File: src/rtl/reset_cause_pkg.sv
package reset_cause_pkg;

  localparam int FlagCount = 4;
  localparam int BrownIdx  = 0;
  localparam int PowerIdx  = 1;
  localparam int DownIdx   = 2;
  localparam int TimeIdx   = 3;

  // flag image forced by a power-on event: {time, down, power, brown}
  localparam logic [FlagCount-1:0] PorImage = 4'b1101;

  typedef struct packed {
    logic evPor;
    logic evBor;
    logic evWdtRst;
    logic evWdtWake;
    logic evPinSleep;
    logic swWrite;
    logic loadTimer;
    logic assertReq;
  } seqStrobe_t;

endpackage

File: src/rtl/reset_cause_ctrl.sv
module reset_cause_ctrl
  import reset_cause_pkg::*;
(
  input  logic       clk,
  input  logic       porPulse,
  input  logic       borDetect,
  input  logic [1:0] borEnable,
  input  logic       resetPinN,
  input  logic       wdtExpire,
  input  logic       sleepMode,
  input  logic       wrEn,
  output seqStrobe_t strobes
);

  logic pinMeta;
  logic pinSync;
  logic borActive;
  logic quiet;
  logic pinFall;

  // two-flop synchronizer for the asynchronous pin
  always_ff @(posedge clk) begin
    pinMeta <= resetPinN;
    pinSync <= pinMeta;
  end

  always_comb begin
    borActive = borDetect && (borEnable != 2'b00);
    quiet     = !porPulse && !borActive;
    // falling transition seen between the two synchronizer stages
    pinFall   = pinSync && !pinMeta;

    strobes.evPor      = porPulse;
    strobes.evBor      = borActive && !porPulse;
    strobes.evWdtRst   = quiet && wdtExpire && !sleepMode;
    strobes.evWdtWake  = quiet && wdtExpire && sleepMode;
    strobes.evPinSleep = quiet && !wdtExpire && pinFall && sleepMode;
    strobes.swWrite    = quiet && wrEn;
    strobes.loadTimer  = porPulse || borActive;
    strobes.assertReq  = porPulse || borActive || !pinSync ||
                         (quiet && wdtExpire && !sleepMode);
  end

endmodule

File: src/rtl/reset_cause_dp.sv
module reset_cause_dp
  import reset_cause_pkg::*;
#(
  parameter int DELAY = 16
) (
  input  logic                 clk,
  input  seqStrobe_t           strobes,
  input  logic                 timerDisable,
  input  logic [1:0]           wrData,
  output logic                 intReset,
  output logic                 wakeStrobe,
  output logic [FlagCount-1:0] causeFlags
);

  localparam int CntW = (DELAY < 1) ? 1 : $clog2(DELAY + 1);
  localparam logic [CntW-1:0] LoadFull = CntW'(DELAY);

  logic [CntW-1:0]      delayCnt;
  logic [CntW-1:0]      delayNext;
  logic [FlagCount-1:0] flagsNext;

  always_comb begin
    if (strobes.loadTimer) begin
      delayNext = timerDisable ? '0 : LoadFull;
    end else if (delayCnt != '0) begin
      delayNext = delayCnt - 1'b1;
    end else begin
      delayNext = '0;
    end
  end

  always_comb begin
    flagsNext = causeFlags;
    if (strobes.evPor) begin
      flagsNext = PorImage;
    end else if (strobes.evBor) begin
      flagsNext[BrownIdx] = 1'b0;
      flagsNext[DownIdx]  = 1'b1;
      flagsNext[TimeIdx]  = 1'b1;
    end else begin
      if (strobes.swWrite) begin
        flagsNext[BrownIdx] = wrData[0];
        flagsNext[PowerIdx] = wrData[1];
      end
      if (strobes.evWdtRst) begin
        flagsNext[TimeIdx] = 1'b0;
      end else if (strobes.evWdtWake) begin
        flagsNext[TimeIdx] = 1'b0;
        flagsNext[DownIdx] = 1'b0;
      end else if (strobes.evPinSleep) begin
        flagsNext[TimeIdx] = 1'b1;
        flagsNext[DownIdx] = 1'b0;
      end
    end
  end

  always_ff @(posedge clk) begin
    delayCnt   <= delayNext;
    intReset   <= strobes.assertReq || (delayNext != '0);
    wakeStrobe <= strobes.evWdtWake;
    causeFlags <= flagsNext;
  end

endmodule

File: src/rtl/reset_cause_seq.sv
module reset_cause_seq
  import reset_cause_pkg::*;
#(
  parameter int DELAY = 16
) (
  input  logic       clk,
  input  logic       porPulse,
  input  logic       borDetect,
  input  logic [1:0] borEnable,
  input  logic       resetPinN,
  input  logic       wdtExpire,
  input  logic       sleepMode,
  input  logic       timerDisable,
  input  logic       wrEn,
  input  logic [1:0] wrData,
  output logic       intReset,
  output logic       wakeStrobe,
  output logic [3:0] causeFlags
);

  seqStrobe_t strobes;

  reset_cause_ctrl u_ctrl (
    .clk       (clk),
    .porPulse  (porPulse),
    .borDetect (borDetect),
    .borEnable (borEnable),
    .resetPinN (resetPinN),
    .wdtExpire (wdtExpire),
    .sleepMode (sleepMode),
    .wrEn      (wrEn),
    .strobes   (strobes)
  );

  reset_cause_dp #(.DELAY(DELAY)) u_dp (
    .clk          (clk),
    .strobes      (strobes),
    .timerDisable (timerDisable),
    .wrData       (wrData),
    .intReset     (intReset),
    .wakeStrobe   (wakeStrobe),
    .causeFlags   (causeFlags)
  );

endmodule

File: config.mk
export PLATFORM = sky130hd
export DESIGN_NAME = reset_cause_seq
export DESIGN_NICKNAME = d
export VERILOG_FILES = /design/src/rtl/reset_cause_pkg.sv /design/src/rtl/reset_cause_ctrl.sv /design/src/rtl/reset_cause_dp.sv /design/src/rtl/reset_cause_seq.sv
export SDC_FILE = /design/constraint.sdc
export NUM_CORES = 1
export LEC_CHECK = 0
export BUFFER_PORTS_ARGS = -buffer_cell sky130_fd_sc_hd__buf_2
export CAP_MARGIN = 0
export CORE_AREA = 2 2 39 41
export CTS_CLUSTER_SIZE = 24
export DETAILED_ROUTE_END_ITERATION = 6
export DIE_AREA = 0 0 41 43
export GPL_ROUTABILITY_DRIVEN = 0
export PLACE_DENSITY_LB_ADDON = 0.1
export SLEW_MARGIN = 20
export SYNTH_ARGS = -nofsm -noshare
export SYNTH_HDL_FRONTEND = slang
export SYNTH_SLANG_ARGS = --single-unit
export TNS_END_PERCENT = 20
File: constraint.sdc
create_clock -name clk -period 1.6 [get_ports clk]
set_clock_uncertainty 0.05 [all_clocks]
set_input_delay 0.32 -clock clk [delete_from_list [all_inputs] [get_ports clk]]
set_output_delay 0.32 -clock clk [all_outputs]
set_load 0.05 [all_outputs]
Yosys cells after proc, flatten, opt, wreduce, memory -nomap -nowiden

Cells that the tools add are included.

Bits in registers: 13
Output and inout port bits: 6

Bitwise gates (word level): 2
Add/sub/neg operators: 1
Reduce and logical (&&, ||, !) cells: 30
Mux-type cells: 8

Operators with widths:

| kind                                                               | number |
|---|---|
| 5-bit 2-to-1 mux                                                   | 3 |
| 1-bit logical AND                                                  | 11 |
| 5-bit nonzero test                                                 | 2 |
| 1-bit logical NOT                                                  | 6 |
| 2-bit nonzero test                                                 | 3 |
| 5-bit by 1-bit subtractor with 5-bit output, second input constant | 1 |
| 1-bit logical OR                                                   | 4 |
| 2-bit 2-to-1 mux                                                   | 2 |
| 2-bit AND reduction                                                | 2 |
| 1-bit 2-to-1 mux                                                   | 3 |
| 3-bit nonzero test                                                 | 1 |
| 1-bit inverter                                                     | 2 |
| 2-bit OR reduction                                                 | 1 |

Longest topological paths before layout

Word-level depth: 10
Depth in mapped cells: 5
Gate-level depth less buffers: 5

Cells and area by module

From an unflattened synthesis, not the netlist that was laid out.

Cell total of the unflattened synthesis: 59
Area total of the unflattened synthesis: 571.8 um^2

Modules (own cells, without submodules):

| module           | cells an instance | area an instance (um^2) | times used |
|---|---|---|---|
| reset_cause_dp   | 44                | 444.2                   | 1 |
| reset_cause_ctrl | 15                | 127.6                   | 1 |

Worst setup path after synthesis

Ideal clock, no wire load.

Path kind: register to register
Start: register u_dp.delayCnt[0]
End: register u_dp.intReset
Stages on the path, launching flop included: 6
Arrival time: 984 ps
Setup slack: 439 ps
Path buffers: 0
Required time: 1422 ps
Cells stage by stage: dfxtp_1 -> inv_1 -> ha_1 -> a21oi_1 -> o21ai_0 -> nand4_1

Word-level cells in the longest chain between the ends: 5
Elaborated cells between the ends (all ways): 6
Those cells by class: add/sub (1); mux (2); reduce/logical (3)

Ends and longest elaborated chain:

| what                                                                                     | RTL line                                   | source |
|---|---|---|
| from (decl)                                                                              | reset_cause_dp.sv:18                       | `logic [CntW-1:0] delayCnt;` |
| from (signal assigned)                                                                   | reset_cause_dp.sv:58                       | `delayCnt <= delayNext;` |
| 5-bit by 1-bit subtractor with 5-bit output / 5-bit nonzero test (equally long branches) | reset_cause_dp.sv:26, reset_cause_dp.sv:25 |  |
| 5-bit 2-to-1 mux *                                                                       | reset_cause_dp.sv:25                       | `end else if (delayCnt != '0) begin` |
| 5-bit 2-to-1 mux *                                                                       | reset_cause_dp.sv:23                       | `if (strobes.loadTimer) begin` |
| 5-bit nonzero test *                                                                     | reset_cause_dp.sv:59                       | `intReset <= strobes.assertReq \|\| (delayNext != '0);` |
| 1-bit logical OR *                                                                       | reset_cause_dp.sv:59                       |  |
| to (signal assigned)                                                                     | reset_cause_dp.sv:59                       |  |
| to (decl)                                                                                | reset_cause_dp.sv:10                       | `output logic intReset,` |

Mark *: on every way between the ends. The rest lies on a longest branch, timed or not.
A chain may end at the register's enable or synchronous reset.

Final worst setup path

Same ends and word-level chain as after synthesis.

==> results summary <==
The run finished with clean final reports. The switching part of the total power is 29.8%. The count of standard-cell rows came out at 14. The final routed wirelength across all metal layers came out at 934 um. Counting flops with a built-in enable in the synthesized netlist gives 0.

The clock network power share is 26.8%. The required time at the endpoint of the critical path came out at 1.70 ns. The post-cts repair resize count came out at 0. The count of endpoints failing setup in the final report came out at 0.

The tightest slew margin relative to the limit came out at 83.3%. The number of primary I/O pins is 18. The total area inside the core boundary comes to 0.00138 mm^2. The first-pass GRT wire length is 1570 um. Based on the critical path, the design can be clocked at up to 786 MHz.

The data arrival at the endpoint of the critical path is 1.37 ns. The overall power of the completed layout came out at 738 uW. Synthesis instantiated 18 different standard cells from the library. The initial core utilization is 36.2%. Synthesis inferred 13 register bits. The setup TNS came out at 0 ns. The final critical path time including I/O delays and setup is 1.27 ns. By startpoint and endpoint, the worst setup path is classified as reg2reg.

The average footprint of a synthesized cell came out at 9.62 um^2. The post-route antenna net violation count came out at 0. STA classifies the critical path endpoint as a flop. The total count of hold-check failures in the final report is 0. The top cell type's share of synthesized area came out at 52.0%. The first-pass detailed-route iteration total came out at 2. After global routing the overflow that remains totals 0. The combined global-route utilization of all metal layers came out at 13.5%. The count of H-tree levels built during CTS is 1. The post-synthesis instance total is 52. In the post-synthesis netlist, the biggest area contributors are dfxtp_1 (52%), nand2b_1 (6.3%), a21oi_1 (5.0%). The fraction of the cycle the final worst path needs came out at 79.5%. The switching power summed over all nets came out at 220 uW.

The source-to-sink clock delay at the later pin of the worst-skew pair came out at 0.27 ns. The number of sinks on the clock net came out at 13. Among all flip-flop cells after synthesis, the most frequent one is dfxtp_1. The die outline area is 0.00176 mm^2. The total count of max-transition violations in the final report was 0.

The post-synthesis to final-layout area growth is 26.2%. The pin slew with the least headroom to its limit is 0.249 ns. Counting every net in the synthesized netlist gives 65. For this run, the number of Yosys warnings is 0. The number of vias after detailed routing is 434. The sequential power share is 50.7%.

The pin count of the biggest net entering global routing came out at 8. The fraction of registers with async set or reset after synthesis is 0%. The share of total power dissipated in combinational logic is 22.5%. The layout net count came out at 87. Ranked by instance count, the synthesized netlist is headed by dfxtp_1 (13), a21oi_1 (5), nand2b_1 (5), nor3_1 (5), o21ai_0 (4). The post-CTS setup buffer count is 0. The clock passes through at most 2 buffers. Summing all multi-input logic gate instances after layout gives 229 um^2. The chip width is 41 um. 0 antenna diodes ended up in the layout. TritonCTS built the clock tree. The mean number of vias per cell came out at 4.88. The worst-path maximum fanout came out at 5. The sequential cells in the finished layout cover a total of 260 um^2. The total CTS buffers came out at 3. The root buffer selected by CTS is clkbuf_4. Counting the fill cells in the layout gives 147. For this run, the register share of the synthesized area comes to 52.0%. The HPWL after detailed placement is 740 um. The number of remaining DRC errors came out at 0. The via count of the first global-routing pass was 409. The overall die height is 43 um.

Summed over all instances, the cell type with the most area after synthesis is dfxtp_1. The count of maximum capacitance violations is 0. The clock-pin slew reported for the worst setup and hold paths after clock tree synthesis is 0.08 ns. For this design, the CTS-stage hold fixing added 0 buffers. The post-route netlist has 30.1% of its cells at a drive strength greater than 1. The most common cell in the synthesized netlist is dfxtp_1. STA classifies the critical path startpoint as a flop. The path class of the lowest-slack min-delay path is in2reg. Setup repair after global routing left no endpoint under its margin. The synthesized netlist occupies a cell area of 500 um^2. The initial antenna violation count is 0. The number of buffer cells added on primary ports came out at 17. After the first detailed-routing iteration, the DRC count stood at 3. The power per cell area is 1170 mW/mm^2. The leakage power came out at 0.275 nW.

In the final routed layout, each cell accounts on average for 10.5 um. The peak supply drop came out at 0.512 mV. The internal power consumption is 518 uW.
## cell usage in the layout (no fill, tap or decap), drive strengths merged, types with 2 or more instances in the layout
cell type,n
inv,3
dfxtp,13
nor3,5
nor2b,2
o21bai,2
mux2i,2
clkbuf,4
buf,17
nand2b,5
o21ai,6
a21oi,5
nand3,2
## state kept, by name (all words and copies together) (netlist names)
signal,cells
u_ctrl.pinMeta,1
u_ctrl.pinSync,1
u_dp.causeFlags,4
u_dp.delayCnt,5
u_dp.intReset,1
u_dp.wakeStrobe,1
## power by group through the flow
stage | combinational [mW] | clock [mW] | sequential (mW)
floorplan | 0.0936 | 0 | 0.408
global route | 0.187 | 0.223 | 0.378
global placement | 0.166 | 0 | 0.382
detailed placement | 0.169 | 0 | 0.382
CTS | 0.169 | 0.206 | 0.375
finish | 0.166 | 0.198 | 0.374
## final cells by class
| type | count | share of cell area (%) |
|---|---|---|
| clock buffers | 4 | 4.16 |
| inverters | 3 | 1.78 |
| multi-input cells | 36 | 36.2 |
| flip-flops and latches | 13 | 41.2 |
| well taps | 16 | 3.17 |
| repair buffers | 17 | 13.5 |
## final timing paths
| kind | start | endpoint | slack, ns | cells after the start |
|---|---|---|---|---|
| worst max-delay path | u_dp.delayCnt[0] | u_dp.intReset | 0.33 | 5 |
| worst min-delay path | resetPinN | u_ctrl.pinMeta | 0.1 | 1 |
| worst max register to register | u_dp.delayCnt[0] | u_dp.intReset | 0.33 | 5 |
| worst min register to register | u_ctrl.pinMeta | u_ctrl.pinSync | 0.31 | 0 |
## through the flow
stage | cells | utilization (%) | worst slack (ns) | hold slack (ns) | cell area, um^2
finish | 89 | 45.7 | 0.328 | 0.0967 | 632
global route | 89 | 45.7 | 0.237 | 0.0711 | 632
CTS | 89 | 45.7 | 0.333 | 0.0875 | 632
detailed placement | 85 | 43.8 | 0.353 | 0.296 | 606
global placement | 85 | 43.8 | 0.395 | 0.294 | 606
floorplan | 52 | - | 0.439 | 0.281 | 500
## cells by family (layout without fill, tap and decap cells)
| family | Yosys count | after routing | synth area share (%) |
|---|---|---|---|
| AND/OR/NAND/NOR | 18 | 18 | 22.0 |
| AO/OA/AOI/OAI | 15 | 15 | 17.2 |
| flip-flops | 13 | 13 | 52.0 |
| buffers and inverters | 3 | 24 | 2.25 |
| multiplexers | 2 | 2 | 4.00 |
| adder cells (fa/ha/maj) | 1 | 1 | 2.50 |
## critical path, stage by stage, from the launching register on
cell     delay, ns
dfxtp_1       0.40
inv_1         0.06
ha_1          0.32
a21oi_1       0.07
o21ai_0       0.15
nand4_1       0.11
## layer usage
layer	GRT usage [%]	vias to the layer above	part of all wire, %
li1	-	227	-
met1	15.4	195	45
met2	19.7	10	49
met3	7.85	2	5.5
met4	6.00	0	0.54
met5	0	-	0
Power figures use the tool's default switching activity.
